===== config.mk =====
export PLATFORM = sky130hd
export DESIGN_NAME = bus_cycle_seq
export DESIGN_NICKNAME = d
export VERILOG_FILES = /design/src/rtl/bus_cycle_pkg.sv /design/src/rtl/bus_cycle_ctrl.sv /design/src/rtl/bus_cycle_dp.sv /design/src/rtl/bus_cycle_seq.sv
export SDC_FILE = /design/constraint.sdc
export NUM_CORES = 1
export LEC_CHECK = 0
export CORE_ASPECT_RATIO = 0.7
export CORE_MARGIN = 5
export CORE_UTILIZATION = 45
export DETAILED_ROUTE_END_ITERATION = 7
export GPL_TIMING_DRIVEN = 0
export PLACE_DENSITY = 0.83
export SETUP_SLACK_MARGIN = 0.15
export SLEW_MARGIN = 20
export SYNTH_ARGS = -nofsm -noshare
export SYNTH_HDL_FRONTEND = slang
export SYNTH_SLANG_ARGS = --single-unit
export TNS_END_PERCENT = 50

===== constraint.sdc =====
create_clock -name clk -period 3.7 [get_ports clk]
set_input_delay 0.74 -clock clk [delete_from_list [all_inputs] [get_ports clk]]
set_output_delay 0.74 -clock clk [all_outputs]
set_load 0.02 [all_outputs]

===== src/rtl/bus_cycle_pkg.sv =====
package bus_cycle_pkg;

  typedef enum logic [2:0] {
    ST_IDLE = 3'd0,
    ST_T1   = 3'd1,
    ST_T2   = 3'd2,
    ST_TW   = 3'd3,
    ST_T3   = 3'd4,
    ST_T4   = 3'd5
  } busState_t;

  // Strobes from control to datapath
  typedef struct packed {
    logic addrPhase;  // T1
    logic cmdPhase;   // T2, Tw, T3
    logic capture;    // T3: read data sampled at its closing edge
    logic finish;     // T4
  } busStrobe_t;

  localparam logic [1:0] SEG_EXTRA = 2'b00;
  localparam logic [1:0] SEG_STACK = 2'b01;
  localparam logic [1:0] SEG_CODE  = 2'b10;
  localparam logic [1:0] SEG_DATA  = 2'b11;

endpackage


===== src/rtl/bus_cycle_ctrl.sv =====
module bus_cycle_ctrl
  import bus_cycle_pkg::*;
(
  input  logic       clk,
  input  logic       rst,
  input  logic       reqValid,
  input  logic       ready,
  output logic       reqReady,
  output logic       accept,
  output busStrobe_t strb
);

  busState_t state, stateNext;

  assign reqReady = (state == ST_IDLE);
  assign accept   = reqReady && reqValid;

  always_comb begin
    stateNext = state;
    unique case (state)
      ST_IDLE: if (reqValid) stateNext = ST_T1;
      ST_T1:   stateNext = ST_T2;
      ST_T2:   stateNext = ready ? ST_T3 : ST_TW;
      ST_TW:   stateNext = ready ? ST_T3 : ST_TW;
      ST_T3:   stateNext = ST_T4;
      ST_T4:   stateNext = ST_IDLE;
      default: stateNext = ST_IDLE;
    endcase
  end

  always_ff @(posedge clk) begin
    if (rst) state <= ST_IDLE;
    else     state <= stateNext;
  end

  always_comb begin
    strb           = '0;
    strb.addrPhase = (state == ST_T1);
    strb.cmdPhase  = (state == ST_T2) || (state == ST_TW) || (state == ST_T3);
    strb.capture   = (state == ST_T3);
    strb.finish    = (state == ST_T4);
  end

  AST_ACCEPT_TO_T1: assert property (@(posedge clk) disable iff (rst)
    accept |=> strb.addrPhase);

  AST_WAIT_ON_LOW: assert property (@(posedge clk) disable iff (rst)
    ((state == ST_T2) || (state == ST_TW)) && !ready |=> (state == ST_TW));

  AST_T4_TO_IDLE: assert property (@(posedge clk) disable iff (rst)
    strb.finish |=> reqReady && !strb.addrPhase);

endmodule


===== src/rtl/bus_cycle_dp.sv =====
module bus_cycle_dp
  import bus_cycle_pkg::*;
#(
  parameter int ADDR_W = 20,
  parameter int DATA_W = 16
) (
  input  logic                     clk,
  input  logic                     rst,
  input  logic                     load,
  input  busStrobe_t               strb,
  input  logic                     reqWrite,
  input  logic                     reqMem,
  input  logic [DATA_W/8-1:0]      reqByteEn,
  input  logic [1:0]               reqSeg,
  input  logic [ADDR_W-1:0]        reqAddr,
  input  logic [DATA_W-1:0]        reqWdata,
  input  logic                     intEnable,
  input  logic [DATA_W-1:0]        adIn,
  output logic [DATA_W-1:0]        adOut,
  output logic                     adOe,
  output logic [ADDR_W-DATA_W-1:0] upperOut,
  output logic                     aleOut,
  output logic                     rdN,
  output logic                     wrN,
  output logic                     memIo,
  output logic                     dtR,
  output logic                     denN,
  output logic                     bheN,
  output logic [DATA_W-1:0]        rdData,
  output logic                     done
);

  localparam int HI_W = ADDR_W - DATA_W;
  localparam int BE_W = DATA_W / 8;

  logic [ADDR_W-1:0] addrQ;
  logic [DATA_W-1:0] wdataQ;
  logic              writeQ;
  logic              memQ;
  logic [BE_W-1:0]   beQ;
  logic [1:0]        segQ;
  logic              ieQ;
  logic [HI_W-1:0]   statusWord;
  logic              active;
  logic              statusPhase;

  always_ff @(posedge clk) begin
    if (rst) begin
      addrQ  <= '0;
      wdataQ <= '0;
      writeQ <= 1'b0;
      memQ   <= 1'b0;
      beQ    <= '0;
      segQ   <= SEG_EXTRA;
      ieQ    <= 1'b0;
    end else if (load) begin
      addrQ  <= reqAddr;
      wdataQ <= reqWdata;
      writeQ <= reqWrite;
      memQ   <= reqMem;
      beQ    <= reqByteEn;
      segQ   <= reqSeg;
      ieQ    <= intEnable;
    end
  end

  always_ff @(posedge clk) begin
    if (rst)                          rdData <= '0;
    else if (strb.capture && !writeQ) rdData <= adIn;
  end

  // Status word: top bit stays 0, then interrupt flag, then segment code
  always_comb begin
    statusWord      = '0;
    statusWord[1:0] = segQ;
    statusWord[2]   = ieQ;
  end

  assign active      = strb.addrPhase || strb.cmdPhase || strb.finish;
  assign statusPhase = strb.cmdPhase || strb.finish;

  assign adOut    = strb.addrPhase ? addrQ[DATA_W-1:0] : wdataQ;
  assign adOe     = strb.addrPhase || (strb.cmdPhase && writeQ);
  assign upperOut = strb.addrPhase ? addrQ[ADDR_W-1:DATA_W] :
                    (statusPhase ? statusWord : '0);
  assign aleOut   = strb.addrPhase;
  assign rdN      = !(strb.cmdPhase && !writeQ);
  assign wrN      = !(strb.cmdPhase && writeQ);
  assign denN     = !strb.cmdPhase;
  assign memIo    = active && memQ;
  assign dtR      = active && writeQ;
  assign bheN     = !(active && beQ[BE_W-1]);
  assign done     = strb.finish;

  AST_RD_WR_EXCL: assert property (@(posedge clk) disable iff (rst)
    !(!rdN && !wrN));

  AST_READ_FLOAT: assert property (@(posedge clk) disable iff (rst)
    !rdN |-> !adOe);

  AST_STATUS_TOP_LOW: assert property (@(posedge clk) disable iff (rst)
    statusPhase |-> !upperOut[HI_W-1]);

  AST_ALE_SINGLE: assert property (@(posedge clk) disable iff (rst)
    aleOut |=> !aleOut);

  AST_DONE_PULSE: assert property (@(posedge clk) disable iff (rst)
    done |=> !done);

  AST_RDDATA_HOLD: assert property (@(posedge clk) disable iff (rst)
    !strb.capture |=> $stable(rdData));

endmodule


===== src/rtl/bus_cycle_seq.sv =====
module bus_cycle_seq
  import bus_cycle_pkg::*;
#(
  parameter int ADDR_W = 20,
  parameter int DATA_W = 16
) (
  input  logic                     clk,
  input  logic                     rst,
  input  logic                     reqValid,
  input  logic                     reqWrite,
  input  logic                     reqMem,
  input  logic [DATA_W/8-1:0]      reqByteEn,
  input  logic [1:0]               reqSeg,
  input  logic [ADDR_W-1:0]        reqAddr,
  input  logic [DATA_W-1:0]        reqWdata,
  input  logic                     intEnable,
  input  logic                     ready,
  input  logic [DATA_W-1:0]        adIn,
  output logic [DATA_W-1:0]        adOut,
  output logic                     adOe,
  output logic [ADDR_W-DATA_W-1:0] upperOut,
  output logic                     aleOut,
  output logic                     rdN,
  output logic                     wrN,
  output logic                     memIo,
  output logic                     dtR,
  output logic                     denN,
  output logic                     bheN,
  output logic                     reqReady,
  output logic [DATA_W-1:0]        rdData,
  output logic                     done
);

  busStrobe_t strb;
  logic       accept;

  bus_cycle_ctrl ctrl_i (
    .clk      (clk),
    .rst      (rst),
    .reqValid (reqValid),
    .ready    (ready),
    .reqReady (reqReady),
    .accept   (accept),
    .strb     (strb)
  );

  bus_cycle_dp #(.ADDR_W(ADDR_W), .DATA_W(DATA_W)) dp_i (
    .clk       (clk),
    .rst       (rst),
    .load      (accept),
    .strb      (strb),
    .reqWrite  (reqWrite),
    .reqMem    (reqMem),
    .reqByteEn (reqByteEn),
    .reqSeg    (reqSeg),
    .reqAddr   (reqAddr),
    .reqWdata  (reqWdata),
    .intEnable (intEnable),
    .adIn      (adIn),
    .adOut     (adOut),
    .adOe      (adOe),
    .upperOut  (upperOut),
    .aleOut    (aleOut),
    .rdN       (rdN),
    .wrN       (wrN),
    .memIo     (memIo),
    .dtR       (dtR),
    .denN      (denN),
    .bheN      (bheN),
    .rdData    (rdData),
    .done      (done)
  );

  AST_RESET_QUIET: assert property (@(posedge clk)
    rst |=> (rdN && wrN && denN && !aleOut && !adOe && !done && reqReady));

endmodule


==> summary.md <==
| Metric | Value |
|---|---|
| Post-synth top cells | `nand2_1, a21oi_1, dfxtp_1` |
| Measured slew at the worst slew-check pin | `0.4948 ns` |
| Area grow syn2layout | `51.86%` |
| Post-Route WL | `7096 microns` |
| Final setup viols | `0` |
| Clock Skews | `0.004476 ns` |
| EDFF count, synth | `0` |
| Largest net degree at the start of global routing | `11` |
| Synth async-reset ratio | `0%` |
| Peak supply drop | `277.5 uV` |
| Clock Tree Root | `clkbuf_8` |
| Synth Instances | `roughly 310` |
| Warnings, synthesis | `0` |
| Vias in the first global route | `2606` |
| Detail Route met2 WL | `between 3000 and 4000 microns` |
| Unrepaired setup endpoints after global routing | `no` |
| Post-synth top area cell | `dfxtp_1` |
| Met3 wire length | `746 microns` |
| Fmax | `between 300 and 400 MHz` |
| ANT cells | `0` |
| Post-synth top area share | `roughly 47%` |
| Min-Delay Path Class | `reg -> reg` |
| Min cycle time layout | `3.047 ns` |
| Worst-path clk slew | `0.07 ns` |
| CTS max path bufs | `2` |
| Crit end category | `primary output` |
| Hold Fails Final Rpt | `0` |
| Largest cells by area after synthesis | `dfxtp_1, nand2_1, a21oi_1` |
| Synthesized cell area | `2596 sq um` |
| Total die area | `between 7000 and 8000 sq um` |
| Skew-Pair Late Insertion Delay | `0.33 ns` |
| Routed Antenna Nets | `0` |
| Slew HR | `between 60% and 70%` |
| Area after DPL | `3751 sq um` |
| Simple-gate area share of the yosys netlist | `24.39%` |
| DRC Markers | `0` |
| Core Rows | `23` |
| DRT iter0 DRCs | `110` |
| Worst-path maximum fanout | `10` |
| Worst slack at placement | `~0.99 ns` |
| Arrival time at the worst endpoint | `2.31 ns` |
| Die Span Y | `73.55 microns` |
| Final period util | `82.35%` |
| Post-synthesis cell type count | `28` |
| Ys flop type | `dfxtp_1` |
| Yosys reg bits | `61` |
| Final Max Tran Viols | `0` |
| Crit Path Category | `reg -> out` |
| Post-CTS Setup Repair Bufs | `0` |
| Synth Area in Adders | `0%` |
| Vias | `2474` |
| GP Congestion | `around 0.8` |
| Met1 WL | `3052 microns` |
| Total negative setup slack | `0 ns` |
| Final setup margin | `0.6529 ns` |
| WP data required | `just under 3 ns` |
| Post-Syn Nets | `375` |
| Status | `finished, final reports clean` |
| Initial antenna violation count | `0` |
| XOR/XNOR Fraction of Synth Area | `0.3373%` |
| Drt wl/cell | `13.94 microns` |
| Hold Buf Count CTS | `0` |
| Port Buf Inserts | `106` |
| CP startpoint kind | `register` |
| Initial Utilization | `between 40% and 50%` |
| DR vias/cell | `4.861` |
| Post-synthesis compound-gate area fraction | `a little over an eighth` |
| PD cells | `approximately 440 nW/um^2` |
| CTS tree | `yes` |
| Layout Nets | `492` |
| Max Used Layer | `met4` |
| TritonRoute pass-1 iters | `5` |
| P_leak | `0.001482 uW` |
| First-pass GRT wire length | `11790 microns` |
| Global route overflow | `0` |
| H-tree level count | `3` |
| CTS Buf Count | `9` |
| Syn avg cell area | `between 8 and 9 sq um` |
| Count leader, synth | `nand2_1` |
| Largest family of logic cells by synthesized area | `simple AND/OR/NAND/NOR gates` |
| Mux contribution to synthesized area | `roughly 7%` |
| Sink Count | `roughly 60` |
| Area of the core | `5669 sq um` |
| Max-cap violations | `0` |
| Share of layout cells above drive strength 1 | `13.59%` |
| Die Width | `between 100 and 150 microns` |
| GRT Overall Usage | `20.19%` |
| Hpwl dp | `about 5400 microns` |
| Resized cells post-CTS | `0` |
| Boundary Pins | `109` |
| Post-route cell area | `between 3000 and 4000 sq um` |
| Seq/Total Area, Yosys | `47.04%` |
## worst max-delay path, cell delays in order (launching register included)
cell and delay [ns]:
dfxtp_1 0.34, buf_6 0.15, nor3b_1 0.22, buf_2 0.33
mux2_2 0.37, clkdlybuf4s50_1 0.56
## per-stage QoR
step,util (%),cells,hold slack (ns),power [uW]
global placement,66.17,493,0.4379,1161
detailed placement,66.17,493,0.4428,1171
floorplan,-,312,0.4317,981.2
global route,69.54,509,0.4787,1809
CTS,69.54,509,0.4522,1740
finish,69.54,509,0.4542,1725
## placed cells by master (no fill, tap or decap), types with 2 or more instances in the layout
cell type          n
dfxtp_1           61
mux2_2            16
buf_2              9
a21oi_1           62
clkbuf_1           7
nand2b_1           2
buf_8              4
and2_1             3
clkbuf_8          10
nor4b_4            2
buf_6              4
nand3b_1           2
clkdlybuf4s50_1  106
clkinv_2           4
o21ai_0            4
buf_4              2
nand2_1          116
nor3b_1            2
nor2_1             3
and3b_2            3
## state kept, by name, summed over array words and instances (netlist names)
register,count
ctrl_i.state,3
dp_i.memQ,1
dp_i.wdataQ,16
dp_i.writeQ,1
dp_i.ieQ,1
dp_i.rdData,16
dp_i.addrQ,20
dp_i.segQ,2
dp_i.beQ,1
## final cells by class
cell class,instances,area [sq um]
Fill cell,475,1727
Sequential cell,61,1221
Multi-Input combinational cell,225,1179
Timing Repair Buffer,106,1061
Buffer,26,196.4
Clock buffer,11,141.4
Tap cell,75,93.84
Clock inverter,5,50.05
## worst paths after layout
kind | slack, ns | from | endpoint | cells after the start
worst max-delay path | 0.65 | ctrl_i.state[0] | adOut[6] | 5
worst min-delay path | 0.45 | dp_i.memQ | dp_i.memQ | 2
worst max register to register | 2.15 | ctrl_i.state[0] | dp_i.addrQ[4] | 6
worst min register to register | 0.45 | dp_i.memQ | dp_i.memQ | 2
## report_power, final
group | leakage [uW] | switching (uW) | internal, uW
clock network | 0.000103 | 246 | 325
registers | 0.000498 | 23.6 | 704
logic | 0.000881 | 209 | 218
total | 0.00148 | 478 | 1250
## logic make-up (layout without fill, tap and decap cells)
| logic type | after synthesis | in the layout |
|---|---|---|
| AO/OA/AOI/OAI | 69 | 69 |
| AND/OR/NAND/NOR | 139 | 139 |
| multiplexers | 16 | 16 |
| flip-flops | 61 | 61 |
| XOR/XNOR | 1 | 1 |
| buffers and inverters | 26 | 148 |
## per-layer routing
metal	GRT usage, %	up-vias
met2	32.53	98
met3	9.108	11
met1	24.84	1106
met5	0	-
li1	-	1259
met4	4.783	0
No activity file was read; power rests on OpenSTA's default activity.
